[src/rtl/aud_bclk_pkg.sv]
package aud_bclk_pkg;

    // Field geometry of the clock control word
    localparam int CFG_W    = 32;
    localparam int DIV_W    = 6;
    localparam int WSZ_W    = 6;
    localparam int WSZ_LSB  = 16;
    localparam int WSZ_DEF  = 31;

    typedef enum logic {
        CH_LEFT  = 1'b0,
        CH_RIGHT = 1'b1
    } chan_e;

    typedef struct packed {
        logic [WSZ_W-1:0] wsz;
        logic [DIV_W-1:0] div;
    } bclk_cfg_t;

    typedef struct packed {
        logic drive;
        logic sample;
        logic frame;
    } bclk_stb_t;

    function automatic bclk_cfg_t cfg_unpack(input logic [CFG_W-1:0] word);
        bclk_cfg_t c;
        c.div = word[DIV_W-1:0];
        c.wsz = word[WSZ_LSB +: WSZ_W];
        return c;
    endfunction

    // Channel select level for a bit: it announces the other channel on the last bit of a slot
    function automatic logic ws_level(input chan_e ch, input logic last_bit);
        return last_bit ? ~ch : ch;
    endfunction

endpackage

[src/rtl/aud_cfg_hold.sv]
module aud_cfg_hold
    import aud_bclk_pkg::*;
(
    input  logic             clk,
    input  logic             rst,
    input  logic             load,
    input  logic [CFG_W-1:0] cfg_word,
    output bclk_cfg_t        cfg_nxt,
    output bclk_cfg_t        cfg_act
);

    localparam bclk_cfg_t CFG_RST = '{wsz: WSZ_W'(WSZ_DEF), div: '0};

    logic unused_cfg_bits;

    assign cfg_nxt = cfg_unpack(cfg_word);
    assign unused_cfg_bits = ^{cfg_word[CFG_W-1:WSZ_LSB+WSZ_W], cfg_word[WSZ_LSB-1:DIV_W]};

    always_ff @(posedge clk) begin
        if (rst) begin
            cfg_act <= CFG_RST;
        end else if (load) begin
            cfg_act <= cfg_nxt;
        end
    end

endmodule

[src/rtl/aud_half_timer.sv]
module aud_half_timer
    import aud_bclk_pkg::*;
(
    input  logic             clk,
    input  logic             rst,
    input  logic             clear,
    input  logic [DIV_W-1:0] div,
    output logic             half_done
);

    logic [DIV_W-1:0] hcnt;
    logic             at_end;

    assign at_end    = (hcnt == div);
    assign half_done = !clear && at_end;

    always_ff @(posedge clk) begin
        if (rst || clear) begin
            hcnt <= '0;
        end else if (at_end) begin
            hcnt <= '0;
        end else begin
            hcnt <= hcnt + 1'b1;
        end
    end

endmodule

[src/rtl/aud_bit_seq.sv]
module aud_bit_seq
    import aud_bclk_pkg::*;
(
    input  logic             clk,
    input  logic             rst,
    input  logic             run,
    input  logic             half_done,
    input  bclk_cfg_t        cfg_nxt,
    input  bclk_cfg_t        cfg_act,
    output logic             running,
    output logic             load,
    output logic             bclk,
    output logic             ws,
    output chan_e            chan,
    output logic [WSZ_W-1:0] bitc,
    output bclk_stb_t        stb
);

    logic             start;
    logic             fall_now;
    logic             slot_end;
    logic             frame_end;
    logic [WSZ_W-1:0] nbit;
    chan_e            nchan;
    logic [WSZ_W-1:0] wsz_use;

    assign start     = run && !running;
    assign fall_now  = running && run && half_done && bclk;
    assign slot_end  = (bitc == cfg_act.wsz);
    assign frame_end = fall_now && slot_end && (chan == CH_RIGHT);
    assign load      = start || frame_end;

    assign nbit    = slot_end ? '0 : bitc + 1'b1;
    assign nchan   = slot_end ? chan_e'(~chan) : chan;
    assign wsz_use = frame_end ? cfg_nxt.wsz : cfg_act.wsz;

    always_ff @(posedge clk) begin
        if (rst || !run) begin
            running <= 1'b0;
            bclk    <= 1'b0;
            ws      <= 1'b0;
            chan    <= CH_LEFT;
            bitc    <= '0;
            stb     <= '0;
        end else if (!running) begin
            running <= 1'b1;
            bclk    <= 1'b0;
            chan    <= CH_LEFT;
            bitc    <= '0;
            ws      <= ws_level(CH_LEFT, cfg_nxt.wsz == '0);
            stb     <= '{drive: 1'b1, sample: 1'b0, frame: 1'b1};
        end else begin
            stb <= '0;
            if (half_done) begin
                if (!bclk) begin
                    bclk       <= 1'b1;
                    stb.sample <= 1'b1;
                end else begin
                    bclk      <= 1'b0;
                    stb.drive <= 1'b1;
                    stb.frame <= frame_end;
                    chan      <= nchan;
                    bitc      <= nbit;
                    ws        <= ws_level(nchan, nbit == wsz_use);
                end
            end
        end
    end

endmodule

[src/rtl/aud_bclk_framer.sv]
module aud_bclk_framer
    import aud_bclk_pkg::*;
(
    input  logic             clk,
    input  logic             rst,
    input  logic             tx_en,
    input  logic             rx_en,
    input  logic [CFG_W-1:0] cfg_word,
    output logic             bclk,
    output logic             ws,
    output logic             drive_stb,
    output logic             sample_stb,
    output logic             frame_stb,
    output logic             slot_chan,
    output logic [WSZ_W-1:0] slot_bit
);

    logic      run;
    logic      running;
    logic      load;
    logic      half_done;
    bclk_cfg_t cfg_nxt;
    bclk_cfg_t cfg_act;
    chan_e     chan;
    bclk_stb_t stb;

    assign run = tx_en || rx_en;

    aud_cfg_hold u_cfg (
        .clk      (clk),
        .rst      (rst),
        .load     (load),
        .cfg_word (cfg_word),
        .cfg_nxt  (cfg_nxt),
        .cfg_act  (cfg_act)
    );

    aud_half_timer u_timer (
        .clk       (clk),
        .rst       (rst),
        .clear     (!running),
        .div       (cfg_act.div),
        .half_done (half_done)
    );

    aud_bit_seq u_seq (
        .clk       (clk),
        .rst       (rst),
        .run       (run),
        .half_done (half_done),
        .cfg_nxt   (cfg_nxt),
        .cfg_act   (cfg_act),
        .running   (running),
        .load      (load),
        .bclk      (bclk),
        .ws        (ws),
        .chan      (chan),
        .bitc      (slot_bit),
        .stb       (stb)
    );

    assign drive_stb  = stb.drive;
    assign sample_stb = stb.sample;
    assign frame_stb  = stb.frame;
    assign slot_chan  = chan;

endmodule

[config.mk]
export PLATFORM = sky130hd
export DESIGN_NAME = aud_bclk_framer
export DESIGN_NICKNAME = d
export VERILOG_FILES = /design/src/rtl/aud_bclk_pkg.sv /design/src/rtl/aud_cfg_hold.sv /design/src/rtl/aud_half_timer.sv /design/src/rtl/aud_bit_seq.sv /design/src/rtl/aud_bclk_framer.sv
export SDC_FILE = /design/constraint.sdc
export NUM_CORES = 1
export LEC_CHECK = 0
export BUFFER_PORTS_ARGS = -buffer_cell sky130_fd_sc_hd__buf_4
export CAP_MARGIN = 0
export CORE_MARGIN = 2
export CORE_UTILIZATION = 54
export DETAILED_ROUTE_END_ITERATION = 6
export PLACE_DENSITY = 0.83
export SLEW_MARGIN = 20
export SYNTH_ARGS = -nofsm -noshare
export SYNTH_HDL_FRONTEND = slang
export SYNTH_SLANG_ARGS = --single-unit
[constraint.sdc]
create_clock -name clk -period 4.2 [get_ports clk]
set_clock_uncertainty 0.15 [all_clocks]
set_input_delay 0.21 -clock clk [delete_from_list [all_inputs] [get_ports clk]]
set_output_delay 0.21 -clock clk [all_outputs]
set_load 0.01 [all_outputs]
==> impl_metrics.sql <==
INSERT INTO impl_metrics (metric_group, metric, value, unit) VALUES
('floorplanning', 'io-pin-count', '48', ''),
('floorplanning', 'initial_core_util', '0.571', ''),
('floorplanning', 'dieWidth', '58.0', 'um'),
('global_route', 'overflow', '0', ''),
('critical_path', 'worstReg2RegStart', 'u_seq.bitc[0]$_SDFFE_PP0P_', ''),
('route', 'routed_wl', '3.52', 'mm'),
('job', 'max_cap_violations', '0', ''),
('timing', 'report.final.setup_viol', '0', ''),
('final_layout', 'finalNonFillerCells', '247', ''),
('critical_path', 'crit_required', '4.29', 'ns'),
('global_route', 'initial_antenna_violation_count', '0', ''),
('final_layout', 'layout.nets', '253', ''),
('timing', 'final_worst_path_period_share', '0.698', ''),
('placement', 'dp_worst_setup_slack', '1.62', 'ns'),
('floorplanning', 'row_count', '19', ''),
('critical_path', 'setup.worst_path.start_class', 'flop', ''),
('cts', 'tritoncts', 'built', ''),
('hold_path', 'timing.hold.worst_endpoint', 'u_seq.stb[0]$_SDFF_PN0_', ''),
('cts', 'clock_latency', '0.34', 'ns'),
('logic_synthesis', 'syn_inst', '179', ''),
('logic_synthesis', 'postSynthAreaPerCell', '8.80', 'um^2'),
('timing', 'period_minus_slack', '2.93', 'ns'),
('final_layout', 'post_route_cells_drive_above_1_share', '0.213', ''),
('final_layout', 'multi_input_area', '896', 'um^2'),
('floorplanning', 'floorplan.die_area', '0.00337', 'mm^2'),
('route', 'drt_pass1_iterations', '4', ''),
('critical_path', 'worst-path-max-fanout', '18', ''),
('status', 'outcome', 'finished clean', ''),
('global_route', 'grt_pass1_vias', '1429', ''),
('route', 'vias', '1403', ''),
('route', 'drcViolationCount', '0', ''),
('logic_synthesis', 'ys_ff_latch', '31', ''),
('timing', 'tightest_slew', '0.677', 'ns'),
('timing', 'maxClockFrequency', '341', 'MHz'),
('logic_synthesis', 'synth_nets', '217', ''),
('cts', 'clock_sink_count', '31', ''),
('floorplanning', 'design.core.area', '0.00276', 'mm^2'),
('placement', 'placement.io_buffers', '27', ''),
('critical_path', 'critPathCaptureType', 'flop', ''),
('route', 'drt.antenna.violating_nets', '0', ''),
('placement', 'placed_cells_incl_taps', '230', ''),
('global_route', 'first_pass_grt_wire_length', '6.20', 'mm'),
('timing', 'totalNegativeSetupSlack', '0', 'ns'),
('timing', 'report.final.hold_viol_count', '0', ''),
('timing', 'drv_slew', '0', ''),
('final_layout', 'fillers', '212', ''),
('final_layout', 'antennaDiodeCount', '0', ''),
('logic_synthesis', 'synth.lib_cells_used.distinct', '40', ''),
('final_layout', 'final_common_cell', 'nor2_1', ''),
('logic_synthesis', 'netlist_area', '0.00158', 'mm^2'),
('logic_synthesis', 'ys_warnings', '0', ''),
('cts', 'cts_max_level', '2', ''),
('floorplanning', 'die-height', '58.0', 'um'),
('logic_synthesis', 'synth_sequential_area_ratio', '0.394', ''),
('placement', 'dpl.hpwl', '2.57', 'mm'),
('timing', 'setup_slack', '1.27', 'ns'),
('critical_path', 'worst_ep_arrival_time', '3.02', 'ns'),
('hold_path', 'whs_path_depth', '2', ''),
('final_layout', 'most-common-layout-cells', 'nor2_1, dfxtp_1, buf_4', ''),
('cts', 'clock_path_buffers', '2', ''),
('final_layout', 'finish.utilization', '0.702', ''),
('timing', 'grt_setup_unrepaired', 'no', ''),
('route', 'drt_iter0_drc', '50', ''),
('timing', 'hold_slack', '0.00230', 'ns'),
('placement', 'gp_congestion', '0.857', ''),
('cts', 'cts_post_setup_buffers_inserted', '0', ''),
('route', 'vias_per_cell', '5.68', ''),
('route', 'routed_wire_length_per_instance', '14.2', 'um'),
('power', 'p_leak', '0.829', 'nW'),
('timing', 'slew-limit-headroom', '0.549', ''),
('critical_path', 'critical_path_class', 'reg -> reg', ''),
('cts', 'cts.reportedPaths.clkPinSlew', '0.10', 'ns'),
('critical_path', 'regToRegSetupSlack', '1.27', 'ns'),
('global_route', 'grt_max_degree', '19', ''),
('critical_path', 'timing.rr.end', 'u_cfg.cfg_act[11]$_SDFFE_PP0P_', ''),
('hold_path', 'min_path_type', 'in -> reg', ''),
('power', 'p_per_area', '297', 'mW/mm^2'),
('cts', 'total_clock_buffers_created_by_cts', '5', ''),
('power', 'vdd.ir_drop.worst', '0.311', 'mV'),
('hold_path', 'timing.hold.worst.start', 'rst', ''),
('final_layout', 'seqCellArea', '621', 'um^2'),
('final_layout', 'area.growth.synth_to_final', '22.9', '%'),
('global_route', 'groute.usage.overall', '0.240', ''),
('cts', 'clock_root_buffer', 'clkbuf_4', ''),
('critical_path', 'worstRegToRegCells', '9', '');
sequential cells by signal (all words and copies together) (netlist names):
| register | cells |
|---|---|
| u_seq.running | 1 |
| u_seq.bclk | 1 |
| u_seq.ws | 1 |
| u_seq.chan | 1 |
| u_seq.stb | 3 |
| u_cfg.cfg_act | 12 |
| u_timer.hcnt | 6 |
| u_seq.bitc | 6 |
stage by stage:
step | total power, mW | instance area (um^2)
3_5_place_dp | 0.405 | 1790
3_3_place_gp | 0.399 | 1790
6_report | 0.575 | 1940
4_1_cts | 0.577 | 1940
2_1_floorplan | 0.378 | 1580
5_1_grt | 0.603 | 1940
logic make-up (layout without fill, tap and decap cells):
kind of cell | after synthesis | in the layout | share of synthesized area
and+or+nand+nor | 69 | 69 | 0.230
DFF | 31 | 31 | 0.394
AOI/OAI and AO/OA | 29 | 29 | 0.131
xor gates and xnor gates | 24 | 24 | 0.133
buffers and inverters | 15 | 52 | 0.0373
muxes | 9 | 9 | 0.0580
adders and majority gates | 2 | 2 | 0.0159
Yosys cell counts, drive strengths merged:
master    n  area share
nand3b    3       0.014
mux2      1      0.0071
a221o     1      0.0064
a211o     6       0.033
and3      2      0.0095
xor2     12       0.067
nor2     32       0.076
nand2     9       0.021
nand4     2      0.0079
clkbuf    6       0.015
o31ai     1      0.0048
buf       2      0.0056
a21boi    1      0.0071
o2111ai   1      0.0056
nor4      2       0.017
nor2b     1      0.0040
inv       7       0.017
a21o      1      0.0048
a32oi     2       0.011
or4       1      0.0048
o2111a    1      0.0071
xnor2    12       0.067
a21oi     8       0.025
or3b      2       0.011
mux2i     8       0.051
nor3      5       0.019
nand2b    1      0.0040
a2bb2oi   1      0.0056
ha        2       0.016
nor3b     2       0.017
or2       2      0.0079
a31oi     1      0.0040
nand3     5       0.016
dfxtp    31        0.39
o21ai     5       0.016
report_power, final:
group	switching, mW	internal (mW)
clock network	0.106	0.0645
registers	0.0138	0.306
logic	0.0396	0.0452
total	0.159	0.416
layer usage:
metal,up-vias,GRT usage,part of all wire
met5,-,0,0
met4,0,0.103,0.020
met3,11,0.0692,0.061
met2,63,0.424,0.51
met1,637,0.268,0.41
li1,692,-,-
repair_timing:
| item | 4_1_cts | 5_1_grt |
|---|---|---|
| endpoints found under the hold margin | 7 | 0 |
| gates resized for setup | 0 | 0 |
| endpoints found under the setup margin | 0 | 0 |
| hold buffers | 9 | 0 |
worst max path at each step:
stage                                  start  slack, ns                        endpoint  cells after the start
6_report          u_seq.bitc[0]$_SDFFE_PP0P_       1.27  u_cfg.cfg_act[11]$_SDFFE_PP0P_                      9
3_3_place_gp      u_timer.hcnt[3]$_SDFF_PP0_       1.62           u_seq.ws$_SDFFE_PN0P_                      7
2_1_floorplan     u_seq.bitc[0]$_SDFFE_PP0P_       1.69           u_seq.ws$_SDFFE_PN0P_                      7
4_1_cts           u_seq.bitc[0]$_SDFFE_PP0P_       1.29  u_cfg.cfg_act[11]$_SDFFE_PP0P_                      9
5_1_grt           u_seq.bitc[0]$_SDFFE_PP0P_       1.05   u_cfg.cfg_act[2]$_SDFFE_PP0P_                      9
3_5_place_dp   u_cfg.cfg_act[5]$_SDFFE_PP0P_       1.62           u_seq.ws$_SDFFE_PN0P_                      7
layout make-up:
cell class              count  share of cell area
multi-input cells         133               0.463
clock inverters             2             0.00646
inverters                   7              0.0136
clock buffers               6              0.0213
flip-flops and latches     31               0.321
well taps                  31              0.0200
repair buffers             37               0.155
worst max-delay path: stages (launching register included):
cell	delay, ns
dfxtp_1	0.54
xnor2_1	0.16
nand4_1	0.12
nor3_2	0.20
buf_4	0.25
nand3_1	0.13
a21o_1	0.44
mux2i_1	0.24
nor2_1	0.05
dlygate4sd3_1	0.54
(Power assumes the default switching activity.)
